==> src/rtl/pwm_diag_pkg.sv <==
package pwm_diag_pkg;
  localparam int DATA_W   = 8;
  localparam int ADDR_W   = 2;
  localparam int ERR_W    = 7;
  localparam int DEV_ID_W = 5;
  localparam logic [DEV_ID_W-1:0] DEV_ID = 5'b10011;

  localparam logic [ADDR_W-1:0] ADDR_GEN = 2'd0;
  localparam logic [ADDR_W-1:0] ADDR_ERR = 2'd1;

  // error word bit positions (software decodes these)
  localparam int EB_FS    = 0;
  localparam int EB_PIN   = 1;
  localparam int EB_FRAME = 2;
  localparam int EB_MCNT  = 3;
  localparam int EB_PPH   = 4;
  localparam int EB_MPH   = 5;
  localparam int EB_PWM   = 6;

  typedef enum logic [1:0] {SEL_GEN, SEL_ERR, SEL_NONE} rd_sel_e;

  function automatic logic channel_ok(input logic clk_bad, input logic recov_n,
                                      input logic amuted, input logic muted,
                                      input logic full_att);
    return !clk_bad && recov_n && !amuted && !muted && !full_att;
  endfunction

  function automatic logic [DATA_W-1:0] pack_general(input logic busy,
                                                     input logic all_ok,
                                                     input logic no_int);
    return {DEV_ID, no_int, all_ok, busy};
  endfunction

  function automatic logic [DATA_W-1:0] pack_error(input logic [ERR_W-1:0] e);
    return {{(DATA_W-ERR_W){1'b0}}, e};
  endfunction

  function automatic rd_sel_e decode_read(input logic [ADDR_W-1:0] a);
    if (a == ADDR_GEN) return SEL_GEN;
    if (a == ADDR_ERR) return SEL_ERR;
    return SEL_NONE;
  endfunction
endpackage

==> src/rtl/pwm_diag_pin_watch.sv <==
module pwm_diag_pin_watch #(
  parameter int NUM_PINS    = 2,
  parameter int SYNC_STAGES = 2
) (
  input  logic                clk,
  input  logic                rst_n,
  input  logic [NUM_PINS-1:0] pins_async,
  output logic                change_o
);
  localparam int PRIME = SYNC_STAGES + 1;
  localparam int CNT_W = $clog2(PRIME + 1);

  logic [CNT_W-1:0]    settle_cnt;
  logic                primed;
  logic [NUM_PINS-1:0] pin_sync;
  logic [NUM_PINS-1:0] pin_prev;
  logic [NUM_PINS-1:0] pin_chg;

  assign primed = (settle_cnt == CNT_W'(PRIME));

  always_ff @(posedge clk or negedge rst_n) begin
    if (!rst_n)       settle_cnt <= '0;
    else if (!primed) settle_cnt <= settle_cnt + 1'b1;
  end

  for (genvar p = 0; p < NUM_PINS; p++) begin : g_pin
    logic [SYNC_STAGES-1:0] chain;
    always_ff @(posedge clk or negedge rst_n) begin
      if (!rst_n) begin
        chain       <= '0;
        pin_prev[p] <= 1'b0;
      end else begin
        chain       <= {chain[SYNC_STAGES-2:0], pins_async[p]};
        pin_prev[p] <= chain[SYNC_STAGES-1];
      end
    end
    assign pin_sync[p] = chain[SYNC_STAGES-1];
    assign pin_chg[p]  = primed && (pin_sync[p] != pin_prev[p]);
  end

  assign change_o = |pin_chg;
endmodule

==> src/rtl/pwm_diag_valid_agg.sv <==
module pwm_diag_valid_agg
  import pwm_diag_pkg::*;
#(
  parameter int NUM_CH = 6
) (
  input  logic              clk_err,
  input  logic              recover_n,
  input  logic [NUM_CH-1:0] automute,
  input  logic              mute,
  input  logic              vol_full_att,
  output logic              all_valid,
  output logic              no_int_err
);
  logic [NUM_CH-1:0] ch_valid;

  for (genvar c = 0; c < NUM_CH; c++) begin : g_ch
    assign ch_valid[c] = channel_ok(clk_err, recover_n, automute[c], mute, vol_full_att);
  end

  assign all_valid  = &ch_valid;
  assign no_int_err = !clk_err && recover_n;
endmodule

==> src/rtl/pwm_diag_sticky.sv <==
module pwm_diag_sticky #(
  parameter int W = 7
) (
  input  logic         clk,
  input  logic         rst_n,
  input  logic [W-1:0] set_i,
  input  logic         clr_i,
  output logic [W-1:0] q
);
  for (genvar b = 0; b < W; b++) begin : g_bit
    always_ff @(posedge clk or negedge rst_n) begin
      if (!rst_n) q[b] <= 1'b0;
      else        q[b] <= set_i[b] | (q[b] & ~clr_i);
    end
  end
endmodule

==> src/rtl/pwm_diag_regs.sv <==
module pwm_diag_regs
  import pwm_diag_pkg::*;
#(
  parameter int NUM_CH      = 6,
  parameter int SYNC_STAGES = 2
) (
  input  logic              clk,
  input  logic              rst_n,
  input  logic              reg_wr,
  input  logic [ADDR_W-1:0] reg_addr,
  input  logic [DATA_W-1:0] reg_wdata,
  output logic [DATA_W-1:0] reg_rdata,
  input  logic              vol_busy,
  input  logic              clk_err,
  input  logic              recover_n,
  input  logic [NUM_CH-1:0] automute,
  input  logic              mute,
  input  logic              vol_full_att,
  input  logic              fs_err_p,
  input  logic              frame_clk_err_p,
  input  logic              mstr_cnt_err_p,
  input  logic              pwmclk_phase_err_p,
  input  logic              mstrclk_phase_err_p,
  input  logic              pwm_timing_err_p,
  input  logic              role_sel_pin,
  input  logic              rate_sel_pin
);
  logic             clr_evt;
  logic             pin_chg_evt;
  logic [ERR_W-1:0] fault_vec;
  logic [ERR_W-1:0] err_q;
  logic             all_valid;
  logic             no_int_err;
  rd_sel_e          rd_sel;

  // only an all-zero write to the error address clears it
  assign clr_evt = reg_wr && (reg_addr == ADDR_ERR) && (reg_wdata == '0);

  pwm_diag_pin_watch #(.NUM_PINS(2), .SYNC_STAGES(SYNC_STAGES)) u_pins (
    .clk       (clk),
    .rst_n     (rst_n),
    .pins_async({rate_sel_pin, role_sel_pin}),
    .change_o  (pin_chg_evt)
  );

  always_comb begin
    fault_vec           = '0;
    fault_vec[EB_FS]    = fs_err_p;
    fault_vec[EB_PIN]   = pin_chg_evt;
    fault_vec[EB_FRAME] = frame_clk_err_p;
    fault_vec[EB_MCNT]  = mstr_cnt_err_p;
    fault_vec[EB_PPH]   = pwmclk_phase_err_p;
    fault_vec[EB_MPH]   = mstrclk_phase_err_p;
    fault_vec[EB_PWM]   = pwm_timing_err_p;
  end

  pwm_diag_sticky #(.W(ERR_W)) u_sticky (
    .clk  (clk),
    .rst_n(rst_n),
    .set_i(fault_vec),
    .clr_i(clr_evt),
    .q    (err_q)
  );

  pwm_diag_valid_agg #(.NUM_CH(NUM_CH)) u_valid (
    .clk_err     (clk_err),
    .recover_n   (recover_n),
    .automute    (automute),
    .mute        (mute),
    .vol_full_att(vol_full_att),
    .all_valid   (all_valid),
    .no_int_err  (no_int_err)
  );

  assign rd_sel = decode_read(reg_addr);

  always_comb begin
    case (rd_sel)
      SEL_GEN: reg_rdata = pack_general(vol_busy, all_valid, no_int_err);
      SEL_ERR: reg_rdata = pack_error(err_q);
      default: reg_rdata = '0;
    endcase
  end
endmodule

==> config.mk <==
export PLATFORM = sky130hd
export DESIGN_NAME = pwm_diag_regs
export DESIGN_NICKNAME = d
export VERILOG_FILES = /design/src/rtl/pwm_diag_pkg.sv /design/src/rtl/pwm_diag_pin_watch.sv /design/src/rtl/pwm_diag_valid_agg.sv /design/src/rtl/pwm_diag_sticky.sv /design/src/rtl/pwm_diag_regs.sv
export SDC_FILE = /design/constraint.sdc
export NUM_CORES = 1
export LEC_CHECK = 0
export ABC_AREA = 0
export BUFFER_PORTS_ARGS = -buffer_cell sky130_fd_sc_hd__buf_2
export CAP_MARGIN = 20
export CORE_MARGIN = 1
export CORE_UTILIZATION = 36
export DETAILED_ROUTE_END_ITERATION = 7
export PLACE_DENSITY_LB_ADDON = 0.15
export SETUP_SLACK_MARGIN = 0.05
export SLEW_MARGIN = 20
export SYNTH_ARGS = -nofsm -noshare
export SYNTH_HDL_FRONTEND = slang
export SYNTH_SLANG_ARGS = --single-unit
==> constraint.sdc <==
create_clock -name clk -period 1.18 [get_ports clk]
set_clock_uncertainty 0.1 [all_clocks]
set_input_delay 0.118 -clock clk [delete_from_list [all_inputs] [get_ports clk]]
set_output_delay 0.118 -clock clk [all_outputs]
set_load 0.05 [all_outputs]
==> impl_table.tex <==
\begin{tabular}{lr}
\hline
Metric & Value \\
\hline
\multicolumn{2}{l}{\textbf{Global route}} \\
\quad Number of global-route vias before repair & 619 \\
\quad Overall fraction of global-route tracks in use & 0.165 \\
\quad Initial antenna violation count & 0 \\
\quad Largest net degree at the start of global routing & 16 \\
\quad Overflow left after global routing & 0 \\
\quad Wire length of the first global-routing pass & 2.38 mm \\
\multicolumn{2}{l}{\textbf{Timing}} \\
\quad Setup repair after global routing missed its margin & yes \\
\quad Highest achievable clock rate & 798 MHz \\
\quad Period utilization & 1.06 \\
\quad Final Hold Violating Endpoints & 0 \\
\quad Post-route setup slack & -0.0728 ns \\
\quad Final critical path time including I/O delays and setup & 1.25 ns \\
\quad Number of setup violations in the final report & 4 \\
\quad Slew Limit Headroom & 0.757 \\
\quad Number of max-slew violations in the final report & 0 \\
\quad Slew at the pin with the worst max-slew slack & 0.361 ns \\
\multicolumn{2}{l}{\textbf{Finish}} \\
\quad Filler cell count in the final layout & 115 \\
\quad Utilization after layout & 0.737 \\
\quad Cell Count, Final, Fillers Out & 129 \\
\quad Final Cell Area & between 1000 and 1500 µm² \\
\quad Growth of design area from synthesis to finish & 82.9\% \\
\quad \# nets final & about 150 \\
\quad Layout cells sized above 1 & 0.611 \\
\quad Diode count & 0 \\
\multicolumn{2}{l}{\textbf{Setup path}} \\
\quad Slowest stage cell, crit path & sky130\_fd\_sc\_hd\_\_nor4\_1 \\
\quad R2r endpoint & u\_pins.settle\_cnt[1] \\
\quad Critical Path End Type & primary output \\
\quad Cell Chain, Critical Path & buf\_2 > nor4\_1 > a32oi\_2 > nor2\_2 > buf\_6 \\
\quad Worst reg-to-reg setup slack & 0.06 ns \\
\quad Worst Path Required & 0.96 ns \\
\quad Data arrival time at the worst-slack endpoint & around 1 ns \\
\quad CP peak stage delay & approximately 0.37 ns \\
\quad Setup CP Type & in -> out \\
\quad Worst R2R Path Depth & 2 \\
\quad Beginning of the worst register-to-register path & u\_pins.settle\_cnt[0] \\
\quad Biggest fanout along the worst timing path & 1 \\
\quad Startpoint type of the worst setup path & input port \\
\multicolumn{2}{l}{\textbf{Logic synthesis}} \\
\quad Syn\_area\_per\_cell & around 12 µm² \\
\quad Library cells used by synthesis & 22 \\
\quad Post-Syn Nets & 84 \\
\quad Number of standard cells after synthesis & just over 50 \\
\quad Mapped cell area & 628 µm² \\
\quad Synth Register Bits & 15 \\
\quad Proportion of synthesized chip area in sequential cells & 0.598 \\
\quad Syn. warnings & 0 \\
\multicolumn{2}{l}{\textbf{Place}} \\
\quad Cell area after placement & 881 µm² \\
\quad Placer's final routability congestion estimate & 0.680 \\
\quad Number of port buffers & 39 \\
\quad Post-placement cell count & 108 \\
\quad DP Wirelength & 990 µm \\
\multicolumn{2}{l}{\textbf{Outcome}} \\
\quad Result of the run & finished, violations left \\
\quad Violations in the final reports & DRC, setup timing \\
\multicolumn{2}{l}{\textbf{Run}} \\
\quad Total of max-cap violations & 0 \\
\multicolumn{2}{l}{\textbf{Die}} \\
\quad Core footprint & 1560 µm² \\
\quad Width of the chip & 43.8 µm \\
\quad Initial Util & 0.403 \\
\quad Row cnt & 14 \\
\quad Die Height & 43.8 µm \\
\quad Number of top-level pins & 40 \\
\quad Die area & between 1500 and 2000 µm² \\
\multicolumn{2}{l}{\textbf{CTS}} \\
\quad H-tree depth reported by CTS & 1 \\
\quad Number of CTS-inserted buffers & 3 \\
\quad Root Buffer Master & sky130\_fd\_sc\_hd\_\_clkbuf\_4 \\
\quad Sink count of the clock tree & 15 \\
\quad Clock slew at reported path FFs & 0.09 ns \\
\quad Clock tree from TritonCTS & built \\
\quad Maximum clock path buffer count & 2 \\
\quad Clock latency of the later-clocked register in the worst-skew pair & 0.27 ns \\
\multicolumn{2}{l}{\textbf{Detailed routing}} \\
\quad Drt total wl & 1.51 mm \\
\quad \# DRC & 4 \\
\quad Total via count in the routed design & 622 \\
\quad Number of vias per cell & 4.82 \\
\quad TritonRoute pass-1 iters & 5 \\
\quad 1st-iter DRT viols & 11 \\
\quad Wire per inst & between 10 and 15 µm \\
\quad Number of nets with antenna violations after routing & 0 \\
\multicolumn{2}{l}{\textbf{Power and ir drop}} \\
\quad LEAKAGE & 0.000538 µW \\
\quad Pwr/cell area & around 900 nW/µm² \\
\quad Peak ir drop on the vdd network & 0.000842 V \\
\multicolumn{2}{l}{\textbf{Hold path}} \\
\quad Classification of the worst-slack hold path & in -> async \\
\hline
\end{tabular}
## worst max path at each step
| stage | from | endpoint | depth (start not counted) |
|---|---|---|---|
| 3_5_place_dp | automute[2] | reg_rdata[1] | 5 |
| 6_report | automute[2] | reg_rdata[1] | 5 |
| 5_1_grt | u_sticky.q[0] | reg_rdata[0] | 3 |
| 3_3_place_gp | automute[2] | reg_rdata[1] | 5 |
| 2_1_floorplan | reg_addr[0] | reg_rdata[1] | 4 |
| 4_1_cts | u_sticky.q[1] | reg_rdata[1] | 3 |
## report_power, final
part	switching, µW	internal, µW	total (µW)
logic	123	117	240
registers	4.75	524	529
clock network	143	125	269
total	271	766	1040
## through the flow
| step | total power [µW] | setup TNS [ns] | setup slack, ns | hold WS, ns |
|---|---|---|---|---|
| after global placement | 720 | -0.0252 | -0.0252 | -0.0733 |
| after CTS | 1050 | -0.227 | -0.0774 | 0.165 |
| after global routing | 1090 | -0.519 | -0.131 | 0.190 |
| final | 1040 | -0.224 | -0.0728 | 0.183 |
| after detailed placement | 723 | -0.249 | -0.110 | -0.0718 |
| after floorplan | 632 | -0.117 | -0.117 | -0.278 |
## critical path, delay by kind of cell
| kind | cells | cell delay [ns] |
|---|---|---|
| buf+inv | 2 | 0.26 |
| simple gates | 2 | 0.48 |
| compound gates | 1 | 0.17 |
## cells in the final DEF (no fill, tap or decap)
master,count
sky130_fd_sc_hd__buf_4,11
sky130_fd_sc_hd__nor3b_1,1
sky130_fd_sc_hd__nor3_1,2
sky130_fd_sc_hd__nor2_1,1
sky130_fd_sc_hd__nor4b_2,1
sky130_fd_sc_hd__mux2i_1,1
sky130_fd_sc_hd__nor2_4,1
sky130_fd_sc_hd__a32oi_2,1
sky130_fd_sc_hd__nor4_2,1
sky130_fd_sc_hd__a22o_1,1
sky130_fd_sc_hd__nand2_1,1
sky130_fd_sc_hd__clkbuf_4,3
sky130_fd_sc_hd__mux2_4,1
sky130_fd_sc_hd__ha_4,1
sky130_fd_sc_hd__and2_4,2
sky130_fd_sc_hd__dlygate4sd3_1,9
sky130_fd_sc_hd__xnor2_1,3
sky130_fd_sc_hd__a21o_1,6
sky130_fd_sc_hd__nor4_1,1
sky130_fd_sc_hd__clkinv_2,1
sky130_fd_sc_hd__buf_6,5
sky130_fd_sc_hd__buf_8,2
sky130_fd_sc_hd__a21oi_2,3
sky130_fd_sc_hd__and2b_1,1
sky130_fd_sc_hd__nor2_2,2
sky130_fd_sc_hd__inv_2,1
sky130_fd_sc_hd__dfrtp_1,15
sky130_fd_sc_hd__inv_1,1
sky130_fd_sc_hd__nand4_2,1
sky130_fd_sc_hd__nor2b_1,1
sky130_fd_sc_hd__buf_2,32
## final cells by class
type                       instances  area (µm²)  share of cell area
tap                               16        20.0              0.0174
multi-input combinational         33         299               0.260
timing repair buffer              59         419               0.365
inverter                           2        7.51             0.00654
clock buffer                       3        22.5              0.0196
clock inverter                     1        5.00             0.00436
sequential                        15         375               0.327
## synthesized netlist by cell type
master | n | area [µm²]
sky130_fd_sc_hd__ha_1 | 1 | 12.5
sky130_fd_sc_hd__nor3b_1 | 1 | 7.51
sky130_fd_sc_hd__nand2_1 | 1 | 3.75
sky130_fd_sc_hd__nand4_2 | 1 | 12.5
sky130_fd_sc_hd__inv_1 | 2 | 7.51
sky130_fd_sc_hd__nor2b_1 | 1 | 6.26
sky130_fd_sc_hd__xnor2_1 | 3 | 26.3
sky130_fd_sc_hd__a32oi_1 | 1 | 8.76
sky130_fd_sc_hd__and2b_1 | 1 | 7.51
sky130_fd_sc_hd__nor3_1 | 2 | 10.0
sky130_fd_sc_hd__mux2i_1 | 1 | 10.0
sky130_fd_sc_hd__and2_1 | 2 | 12.5
sky130_fd_sc_hd__buf_2 | 1 | 5.00
sky130_fd_sc_hd__a21oi_1 | 3 | 15.0
sky130_fd_sc_hd__nor4b_1 | 1 | 8.76
sky130_fd_sc_hd__nor4_1 | 1 | 6.26
sky130_fd_sc_hd__a21o_1 | 6 | 45.0
sky130_fd_sc_hd__dfrtp_1 | 15 | 375
sky130_fd_sc_hd__nor2_1 | 4 | 15.0
sky130_fd_sc_hd__nor4_2 | 1 | 12.5
sky130_fd_sc_hd__a22o_1 | 1 | 8.76
sky130_fd_sc_hd__mux2_2 | 1 | 11.3
## timing repair
action | CTS | global route
cloned | 0 | 0
pin swaps | 3 | 2
endpoints found under the hold margin | 23 | 0
gates resized for setup | 22 | 3
buffers inserted | 5 | 3
hold buffers | 9 | 0
endpoints found under the setup margin | 8 | 8
## per-layer routing
metal,up-vias,wire [µm],share of wire,track usage
li1,306,-,-,-
met4,0,0,0,0.0188
met5,-,0,0,0
met2,32,802,0.53,0.319
met3,0,113,0.075,0.0250
met1,284,598,0.39,0.194
## sequential cells by signal, indices dropped and copies added, names as in the netlist
name,cells
u_pins.g_pin.chain,4
u_pins.settle_cnt,2
u_sticky.q,7
u_pins.pin_prev,2
## cell families (layout without fill, tap and decap cells)
kind of cell               count (synthesis)  in the layout  share of synthesized area
AOI/OAI and AO/OA                         11             11                      0.123
xor gates and xnor gates                   3              3                     0.0418
adders and majority gates                  1              1                     0.0199
buffers and inverters                      3             65                     0.0199
DFF                                       15             15                      0.598
muxes                                      2              2                     0.0339
and+or+nand+nor                           16             16                      0.163
(Power assumes the default switching activity.)
